### src/rtl/sfq_pkg.sv
package sfq_pkg;
  localparam int REG_W = 32;

  localparam logic [2:0] A_CMD  = 3'd0;
  localparam logic [2:0] A_ADDR = 3'd1;
  localparam logic [2:0] A_DATA = 3'd2;
  localparam logic [2:0] A_STAT = 3'd3;
  localparam logic [2:0] A_TIM  = 3'd4;

  localparam int ST_PEND_BIT = 22;
  localparam int ST_ERR_BIT  = 29;
  localparam int MAX_ABYTES  = 4;

  typedef enum logic [1:0] {PH_OPC, PH_ADDR, PH_DUMMY, PH_DATA} phase_e;

  // full command word as decoded by the register block
  typedef struct packed {
    logic [2:0] csi;
    logic [2:0] alen;
    logic [3:0] dum;
    logic       keep;
    logic [2:0] dlen;
    logic       wr;
    logic [7:0] opc;
  } cmd_t;

  // the part of a command the shift engine needs
  typedef struct packed {
    logic [7:0] opc;
    logic       wr;
    logic [2:0] dlen;
    logic [3:0] dum;
    logic [2:0] alen;
  } xfer_t;

  typedef struct packed {
    logic [3:0] per;
    logic [3:0] rise;
    logic [3:0] fall;
  } tim_t;

  typedef struct packed {
    logic   ok;
    phase_e ph;
  } pick_t;

  function automatic cmd_t decode_cmd(input logic [REG_W-1:0] w);
    cmd_t c;
    c.opc  = w[7:0];
    c.wr   = w[8];
    c.dlen = w[11:9];
    c.keep = w[15];
    c.dum  = w[19:16];
    c.alen = w[22:20];
    c.csi  = w[26:24];
    return c;
  endfunction

  function automatic logic [2:0] clamp4(input logic [2:0] v);
    return (v > 3'(MAX_ABYTES)) ? 3'(MAX_ABYTES) : v;
  endfunction
endpackage

### src/rtl/sfq_sck_gen.sv
module sfq_sck_gen
  import sfq_pkg::*;
(
  input  logic clk,
  input  logic rst_n,
  input  logic run,
  input  tim_t tim,
  output logic sck,
  output logic sample,
  output logic bit_end
);
  logic [3:0] per_e, rise_e, fall_e, cnt;

  always_comb begin
    per_e  = (tim.per < 4'd2) ? 4'd2 : tim.per;
    if (tim.rise == 4'd0)        rise_e = 4'd1;
    else if (tim.rise >= per_e)  rise_e = per_e - 4'd1;
    else                         rise_e = tim.rise;
    fall_e = (tim.fall >= rise_e) ? 4'd0 : tim.fall;
  end

  always_ff @(posedge clk or negedge rst_n) begin
    if (!rst_n)                     cnt <= '0;
    else if (!run)                  cnt <= '0;
    else if (cnt == per_e - 4'd1)   cnt <= '0;
    else                            cnt <= cnt + 4'd1;
  end

  assign sck     = !(run && (cnt >= fall_e) && (cnt < rise_e));
  assign sample  = run && (cnt == rise_e);
  assign bit_end = run && (cnt == per_e - 4'd1);

  // the period counter never leaves the programmed period
  p_cnt_in_period_r12: assert property (@(posedge clk) disable iff (!rst_n)
    run |-> (cnt < per_e));
  // the sample point lies strictly after the falling edge
  p_rise_after_fall_r12: assert property (@(posedge clk) disable iff (!rst_n)
    sample |-> $past(run) && (cnt > fall_e));
endmodule

### src/rtl/sfq_seq.sv
module sfq_seq
  import sfq_pkg::*;
(
  input  logic        clk,
  input  logic        rst_n,
  input  logic        start,
  input  xfer_t       xin,
  input  logic        cont_in,
  input  logic [31:0] addr_in,
  input  logic [31:0] wdata_in,
  input  logic        bit_end,
  input  logic        sample,
  input  logic        miso,
  output logic        run,
  output logic        busy,
  output logic        fin,
  output logic        rx_done,
  output logic        mosi,
  output logic [31:0] rx_data
);
  typedef enum logic [1:0] {S_IDLE, S_SHIFT, S_FIN} st_e;

  st_e         st;
  phase_e      phase;
  xfer_t       lx;
  logic        lcont;
  logic [31:0] la, lw, rx_acc;
  logic [3:0]  byte_idx;
  logic [2:0]  bit_idx;
  logic [7:0]  shreg, rxsh, rx_new;
  logic [3:0]  cur_len;
  pick_t       first_pk, nxt_pk;

  function automatic logic [3:0] ph_len(input phase_e ph, input xfer_t c, input logic cont);
    case (ph)
      PH_OPC:   return cont ? 4'd0 : 4'd1;
      PH_ADDR:  return {1'b0, clamp4(c.alen)};
      PH_DUMMY: return c.dum;
      default:  return {1'b0, clamp4(c.dlen)};
    endcase
  endfunction

  function automatic logic [7:0] ph_byte(input phase_e ph, input logic [3:0] idx,
                                         input xfer_t c, input logic [31:0] a,
                                         input logic [31:0] w);
    logic [31:0] t;
    int sh;
    t = '0;
    case (ph)
      PH_OPC:  t = {24'd0, c.opc};
      PH_ADDR: begin
        sh = 8 * (int'(clamp4(c.alen)) - 1 - int'(idx));
        t  = a >> sh;
      end
      PH_DATA: t = c.wr ? (w >> (8 * int'(idx))) : '0;
      default: t = '0;
    endcase
    return t[7:0];
  endfunction

  // lowest phase at or after 'from' that carries bytes
  function automatic pick_t pick(input logic [2:0] from, input xfer_t c, input logic cont);
    pick_t r;
    r = '0;
    for (int p = 3; p >= 0; p--) begin
      if ((p >= int'(from)) && (ph_len(phase_e'(p), c, cont) != 4'd0)) begin
        r.ok = 1'b1;
        r.ph = phase_e'(p);
      end
    end
    return r;
  endfunction

  always_comb begin
    first_pk = pick(3'd0, xin, cont_in);
    nxt_pk   = pick({1'b0, phase} + 3'd1, lx, lcont);
    cur_len  = ph_len(phase, lx, lcont);
    rx_new   = sample ? {rxsh[6:0], miso} : rxsh;
  end

  always_ff @(posedge clk or negedge rst_n) begin
    if (!rst_n) begin
      st       <= S_IDLE;
      phase    <= PH_OPC;
      lx       <= '0;
      lcont    <= 1'b0;
      la       <= '0;
      lw       <= '0;
      rx_acc   <= '0;
      byte_idx <= '0;
      bit_idx  <= '0;
      shreg    <= '0;
      rxsh     <= '0;
    end else begin
      case (st)
        S_IDLE: if (start) begin
          lx       <= xin;
          lcont    <= cont_in;
          la       <= addr_in;
          lw       <= wdata_in;
          rx_acc   <= '0;
          rxsh     <= '0;
          byte_idx <= '0;
          bit_idx  <= '0;
          if (first_pk.ok) begin
            st    <= S_SHIFT;
            phase <= first_pk.ph;
            shreg <= ph_byte(first_pk.ph, 4'd0, xin, addr_in, wdata_in);
          end else begin
            st <= S_FIN;
          end
        end
        S_SHIFT: begin
          if (sample) rxsh <= rx_new;
          if (bit_end) begin
            if (bit_idx != 3'd7) begin
              bit_idx <= bit_idx + 3'd1;
              shreg   <= {shreg[6:0], 1'b0};
            end else begin
              bit_idx <= '0;
              if (phase == PH_DATA && !lx.wr)
                rx_acc[{byte_idx[1:0], 3'b000} +: 8] <= rx_new;
              if (({1'b0, byte_idx} + 5'd1) < {1'b0, cur_len}) begin
                byte_idx <= byte_idx + 4'd1;
                shreg    <= ph_byte(phase, byte_idx + 4'd1, lx, la, lw);
              end else if (nxt_pk.ok) begin
                phase    <= nxt_pk.ph;
                byte_idx <= '0;
                shreg    <= ph_byte(nxt_pk.ph, 4'd0, lx, la, lw);
              end else begin
                st <= S_FIN;
              end
            end
          end
        end
        default: st <= S_IDLE;
      endcase
    end
  end

  assign run     = (st == S_SHIFT);
  assign busy    = (st != S_IDLE);
  assign fin     = (st == S_FIN);
  assign rx_done = fin && !lx.wr && (lx.dlen != 3'd0);
  assign mosi    = run && shreg[7];
  assign rx_data = rx_acc;

  // mosi only moves at a bit boundary
  p_mosi_hold_r2: assert property (@(posedge clk) disable iff (!rst_n)
    (run && !bit_end) |=> $stable(mosi));
  // dummy bytes are all zero on the wire
  p_dummy_zero_r4: assert property (@(posedge clk) disable iff (!rst_n)
    (run && phase == PH_DUMMY) |-> !mosi);
  // received bytes never exceed the programmed length
  p_rx_len_r6: assert property (@(posedge clk) disable iff (!rst_n)
    (run && phase == PH_DATA) |-> (byte_idx < 4'd4));
endmodule

### src/rtl/sfq_top.sv
module sfq_top
  import sfq_pkg::*;
#(
  parameter int NUM_CS = 2
) (
  input  logic              clk,
  input  logic              rst_n,
  input  logic [2:0]        reg_addr,
  input  logic              reg_we,
  input  logic [31:0]       reg_wdata,
  output logic [31:0]       reg_rdata,
  output logic              sck,
  output logic [NUM_CS-1:0] cs_n,
  output logic              mosi,
  input  logic              miso
);
  localparam int CSW = (NUM_CS > 1) ? $clog2(NUM_CS) : 1;

  cmd_t        cmd_in;
  xfer_t       xin;
  logic [31:0] cmd_r, addr_r, data_r, rx_data;
  tim_t        tim_r, tim_act;
  logic        err_r, cs_held, keep_q;
  logic [CSW-1:0] cs_sel;
  logic        wr_cmd, wr_stat, idx_ok, accept, refuse;
  logic        run, busy, fin, rx_done, bit_end, sample;

  assign cmd_in  = decode_cmd(reg_wdata);
  assign wr_cmd  = reg_we && (reg_addr == A_CMD);
  assign wr_stat = reg_we && (reg_addr == A_STAT);
  assign idx_ok  = cs_held || ({29'd0, cmd_in.csi} < NUM_CS);
  assign accept  = wr_cmd && !busy && idx_ok;
  assign refuse  = wr_cmd && !accept;

  always_comb begin
    xin.opc  = cmd_in.opc;
    xin.wr   = cmd_in.wr;
    xin.dlen = cmd_in.dlen;
    xin.dum  = cmd_in.dum;
    xin.alen = cmd_in.alen;
  end

  always_ff @(posedge clk or negedge rst_n) begin
    if (!rst_n) begin
      cmd_r   <= '0;
      addr_r  <= '0;
      data_r  <= '0;
      tim_r   <= '0;
      tim_act <= '0;
      err_r   <= 1'b0;
      cs_held <= 1'b0;
      keep_q  <= 1'b0;
      cs_sel  <= '0;
    end else begin
      if (reg_we && reg_addr == A_ADDR) addr_r <= reg_wdata;
      if (reg_we && reg_addr == A_TIM)
        tim_r <= '{per: reg_wdata[3:0], rise: reg_wdata[11:8], fall: reg_wdata[15:12]};
      if (rx_done)                           data_r <= rx_data;
      else if (reg_we && reg_addr == A_DATA) data_r <= reg_wdata;
      if (refuse)                            err_r <= 1'b1;
      else if (wr_stat && reg_wdata[ST_ERR_BIT]) err_r <= 1'b0;
      if (accept) begin
        cmd_r   <= reg_wdata;
        tim_act <= tim_r;
        keep_q  <= cmd_in.keep;
        if (!cs_held) cs_sel <= CSW'(cmd_in.csi);
      end
      if (fin) cs_held <= keep_q;
    end
  end

  always_comb begin
    reg_rdata = '0;
    case (reg_addr)
      A_CMD:  reg_rdata = cmd_r;
      A_ADDR: reg_rdata = addr_r;
      A_DATA: reg_rdata = data_r;
      A_STAT: begin
        reg_rdata[ST_PEND_BIT] = busy;
        reg_rdata[ST_ERR_BIT]  = err_r;
      end
      A_TIM:  reg_rdata = {16'd0, tim_r.fall, tim_r.rise, 4'd0, tim_r.per};
      default: reg_rdata = '0;
    endcase
  end

  for (genvar i = 0; i < NUM_CS; i++) begin : g_cs
    assign cs_n[i] = !((busy || cs_held) && (cs_sel == CSW'(i)));
  end

  sfq_sck_gen u_sck (
    .clk(clk), .rst_n(rst_n), .run(run), .tim(tim_act),
    .sck(sck), .sample(sample), .bit_end(bit_end)
  );

  sfq_seq u_seq (
    .clk(clk), .rst_n(rst_n), .start(accept), .xin(xin), .cont_in(cs_held),
    .addr_in(addr_r), .wdata_in(data_r), .bit_end(bit_end), .sample(sample),
    .miso(miso), .run(run), .busy(busy), .fin(fin), .rx_done(rx_done),
    .mosi(mosi), .rx_data(rx_data)
  );

  // no clock activity while no chip select is low
  p_sck_idle_r1: assert property (@(posedge clk) disable iff (!rst_n)
    (&cs_n) |-> sck);
  // an accepted command is pending in the next cycle
  p_pend_after_accept_r7: assert property (@(posedge clk) disable iff (!rst_n)
    accept |=> busy);
  // a command write during a running command raises the error flag
  p_err_on_busy_r8: assert property (@(posedge clk) disable iff (!rst_n)
    (busy && wr_cmd) |=> err_r);
  // at most one chip select active
  p_cs_onehot_r9: assert property (@(posedge clk) disable iff (!rst_n)
    $onehot0(~cs_n));
  // an out-of-range index on a fresh transaction starts nothing
  p_bad_index_r9: assert property (@(posedge clk) disable iff (!rst_n)
    (wr_cmd && !busy && !cs_held && ({29'd0, cmd_in.csi} >= NUM_CS)) |=> !busy);
  // data register holds still while a command runs
  p_data_hold_r6: assert property (@(posedge clk) disable iff (!rst_n)
    (busy && !(reg_we && reg_addr == A_DATA)) |=> ($stable(data_r) || !busy));
endmodule

### config.mk
export PLATFORM = sky130hd
export DESIGN_NAME = sfq_top
export DESIGN_NICKNAME = d
export VERILOG_FILES = /design/src/rtl/sfq_pkg.sv /design/src/rtl/sfq_sck_gen.sv /design/src/rtl/sfq_seq.sv /design/src/rtl/sfq_top.sv
export SDC_FILE = /design/constraint.sdc
export NUM_CORES = 1
export LEC_CHECK = 0
export BUFFER_PORTS_ARGS = -buffer_cell sky130_fd_sc_hd__buf_2
export CAP_MARGIN = 40
export CORE_MARGIN = 5
export CORE_UTILIZATION = 59
export DETAILED_ROUTE_END_ITERATION = 10
export PLACE_DENSITY = 0.77
export SETUP_SLACK_MARGIN = 0.1
export SLEW_MARGIN = 10
export SYNTH_ARGS = -nofsm -noshare
export SYNTH_HDL_FRONTEND = slang
export SYNTH_SLANG_ARGS = --single-unit
### constraint.sdc
create_clock -name clk -period 7.45 [get_ports clk]
set_clock_uncertainty 0.2 [all_clocks]
set_input_delay 1.49 -clock clk [delete_from_list [all_inputs] [get_ports clk]]
set_output_delay 1.49 -clock clk [all_outputs]
set_load 0.03 [all_outputs]
==> flow_summary.yaml <==
outcome:
  status: "complete, no violations"
synthesis:
  synth_edf_count: 0
  syn_avg_cell_area_um2: 9.64
  synth_nets: 1550
  postSynthCellCount: 1471
  ys.warnings.count: 0
  syn_area_um2: 14200
  synth_cell_type_count: 69
  synth-async-reset-ratio_pct: 100
  synthFlopType: "dfrtp_1"
  synth-seq-cells: 270
  yosysSeqAreaShare_pct: 47.7
finish:
  finalNetCount: 1597
  fillers: 1798
  final_cell_mix: "nand2_1 (441), dfrtp_1 (270), nor2_1 (104), a21oi_1 (85), buf_2 (76)"
  final_cells: 1859
  multiInputGateArea_um2: 7010
  antenna_cells: 0
  final_layout_size_suffix_gt1_share_pct: 16.7
  seq_area_um2: 6760
  area_delta_synth_final_pct: 12.5
  layout_commonest_cell: "nand2_1"
pwr:
  powerDensity_nw_per_um2: 224
  power_switching_mw: 0.931
  internal-power_mw: 2.65
  clkPwrFrac_pct: 43.5
  p_comb_share_pct: 9.1
  ir_drop_mv: 0.215
  pwr-share-seq_pct: 47.3
  swShare_pct: 26.0
  leakagePower_nw: 7.86
worst_setup_path:
  reg2reg_slack_ns: 2.48
  worstSetupStartpointType: "register"
  crit_arrival_ns: 5.22
  critPathBufInv: 2
  critPathMaxFanout: 8
  worstSetupPathType: "register to output port"
  crit_path_end_kind: "output port"
  required_ns: 5.76
  critical_path.max_stage_delay_ns: 0.45
  r2r-end: "u_seq.shreg[7]$_DFFE_PN0P_"
  crit_family: "compound AO/OA/AOI/OAI gates"
  worstPathCellList: "o31ai_1 > inv_1 > ha_1 > nand2b_1 > a21o_1 > a21o_1 > a21oi_2 > a21oi_1 > o21ai_0 > ha_1 > nand2b_1 > a21o_1 > a21o_1 > a21oi_1 > and2_1 > ha_1 > nand2b_1 > a21o_1 > a21o_1 > a21oi_1 > or4_1 > buf_2"
  r2r_start: "u_seq.byte_idx[0]$_DFFE_PN0P_"
  path_common_cell: "a21o_1"
  critPathSlowestCell: "o31ai_1"
  reg2regPathDepth: 15
min_path:
  holdPathStages: 2
  min_to: "cmd_r[12]$_DFFE_PN0P_"
  hold_path.class: "register to register"
  min-delay-start: "cmd_r[12]$_DFFE_PN0P_"
detailed_routing:
  wl_per_cell_um: 22.6
  totalWireLength_mm: 42.0
  via_per_inst: 6.26
  first_iter_violations: 1340
  vias: 11600
  ant_nets: 0
  drc: 0
  drtPass1Iterations: 8
place:
  port_buffers: 74
  gp_congestion: 0.937
  place_inst: 1805
  hpwl_mm: 29.1
sta:
  min_period_over_period_pct: 92.8
  grt_setup_unrepaired: "false"
  slew_violations: 0
  finalCriticalPeriod_ns: 6.91
  worst_slew_pin_slew_ns: 0.887
  setup_viol: 0
  tns_ns: 0
  timing.hold.ws_ns: 0.273
  max_slew_margin_pct: 40.9
  fmax_ghz: 0.145
  finalHoldViolations: 0
cts:
  cts_buffer_depth: 3
  cts.sinks: 270
  clk_pin_slew_worst_paths_ns: 0.06
  cts_hold_buf: 0
  numCtsBuffers: 30
  cts_setup_buffers: 0
  htree_levels: 1
  clk-insertion-delay-late_ns: 0.58
  clock-root-buffer: "clkbuf_16"
  tritoncts: "yes"
global_route:
  grtUsageTotal_pct: 31.5
  grt_pass1_vias: 11500
  grt_max_degree: 170
  grt_pass1_wl_mm: 65.9
  overflow: 0
  antenna_found_initial: 0
die:
  die_w_um: 165
  die_h_um: 165
  core-area_um2: 23500
  num_rows: 56
  num_io_pins: 75
  floorplan.initialDensity_pct: 60.2
  die-area_um2: 27200
run:
  drv_cap: 0
sequential cells by signal, indices dropped and copies added (netlist names), 8 cells and up:
| signal | flops |
|---|---|
| tim_act | 12 |
| addr_r | 32 |
| u_seq.lw | 32 |
| tim_r | 12 |
| data_r | 32 |
| u_seq.la | 32 |
| u_seq.rxsh | 8 |
| u_seq.shreg | 8 |
| u_seq.lx | 19 |
| u_seq.rx_data | 32 |
| cmd_r | 32 |
power by group through the flow:
stage               clock network [mW]  registers, mW  logic, mW
floorplan                            0           1.64      0.219
global placement                     0           1.71      0.316
detailed placement                   0           1.71      0.326
CTS                               1.56           1.69      0.328
global route                      1.63           1.70      0.357
finish                            1.56           1.69      0.327
cells in the mapped netlist, types with 2 or more instances:
library cell | number | area [µm²]
a21o_1 | 7 | 52.6
mux4_2 | 31 | 698
a32o_1 | 3 | 30.0
nor2b_1 | 10 | 62.6
xnor2_1 | 7 | 61.3
o22ai_1 | 12 | 75.1
a22o_1 | 16 | 140
o21bai_1 | 2 | 15.0
mux2_2 | 49 | 552
a21oi_1 | 86 | 430
nand3_1 | 16 | 80.1
ha_1 | 39 | 488
nor2_1 | 104 | 390
or4_1 | 2 | 15.0
and3_1 | 2 | 12.5
a22oi_1 | 11 | 82.6
nand4_1 | 3 | 18.8
o21a_1 | 3 | 22.5
o21ai_1 | 3 | 15.0
mux2_1 | 8 | 90.1
nor3b_1 | 4 | 30.0
a32oi_1 | 7 | 61.3
nor4bb_1 | 4 | 40.0
mux4_1 | 3 | 78.8
dfrtp_1 | 270 | 6760
a311o_1 | 2 | 20.0
a211oi_1 | 2 | 15.0
o31ai_1 | 34 | 255
inv_1 | 23 | 86.3
nor3_1 | 13 | 65.1
mux2i_1 | 72 | 721
nand2_1 | 441 | 1660
buf_1 | 5 | 18.8
a31oi_1 | 9 | 56.3
o21ai_0 | 34 | 170
buf_2 | 13 | 65.1
nor4_1 | 4 | 25.0
a31o_2 | 8 | 70.1
and2_1 | 4 | 25.0
nand2b_1 | 10 | 62.6
xor2_1 | 4 | 35.0
clkbuf_1 | 64 | 240
worst min-delay path: stages (launching register included):
cell and delay, ns:
dfrtp_1 0.34, nand2_1 0.05, nand2_1 0.06
area by class of cell:
class | count | share of cell area (%)
tap | 319 | 2.50
clock buffer | 43 | 5.64
inverter | 25 | 0.620
timing repair buffer | 98 | 3.95
multi-input combinational | 1093 | 43.9
sequential | 270 | 42.4
clock inverter | 11 | 0.996
through the flow:
stage / setup slack, ns / power, mW / area [µm²] / util, %
after global placement: 1.18 / 2.03 / 14700 / 62.6
after CTS: 0.365 / 3.58 / 15900 / 67.7
final: 0.538 / 3.58 / 16000 / 67.8
after detailed placement: 0.993 / 2.04 / 14900 / 63.2
after global routing: 0.261 / 3.69 / 16000 / 67.8
after floorplan: 1.45 / 1.86 / 14200 / -
how the worst max path moves through the flow:
| stage | depth (start not counted) | slack [ns] | from | end |
|---|---|---|---|---|
| 2_1_floorplan | 21 | 1.45 | tim_act[10]$_DFFE_PN0P_ | sck |
| 3_3_place_gp | 22 | 1.18 | tim_act[10]$_DFFE_PN0P_ | sck |
| 3_5_place_dp | 22 | 0.99 | tim_act[10]$_DFFE_PN0P_ | sck |
| 4_1_cts | 22 | 0.37 | tim_act[10]$_DFFE_PN0P_ | sck |
| 5_1_grt | 22 | 0.26 | tim_act[10]$_DFFE_PN0P_ | sck |
| 6_report | 22 | 0.54 | tim_act[10]$_DFFE_PN0P_ | sck |
metal layers:
layer,global-route usage (%),vias to the layer above,routed length [µm]
met5,0,-,0
met1,42.9,5727,16700
li1,-,5197,-
met4,14.6,0,2240
met2,48.7,597,19200
met3,6.86,115,3880
logic make-up (layout without fill, tap and decap cells):
family	count (synthesis)	after routing	synth area share, %
XOR/XNOR	12	12	0.794
flip-flops	270	270	47.7
adder cells (fa/ha/maj)	40	40	3.58
AO/OA/AOI/OAI	250	250	11.5
multiplexers	163	163	15.1
AND/OR/NAND/NOR	628	628	18.2
buffers and inverters	108	177	3.12
repair_timing:
action	4_1_cts	5_1_grt
endpoints found under the setup margin	0	1
resized for setup	0	1
hold endpoints to repair	0	0
(Power assumes the default switching activity.)
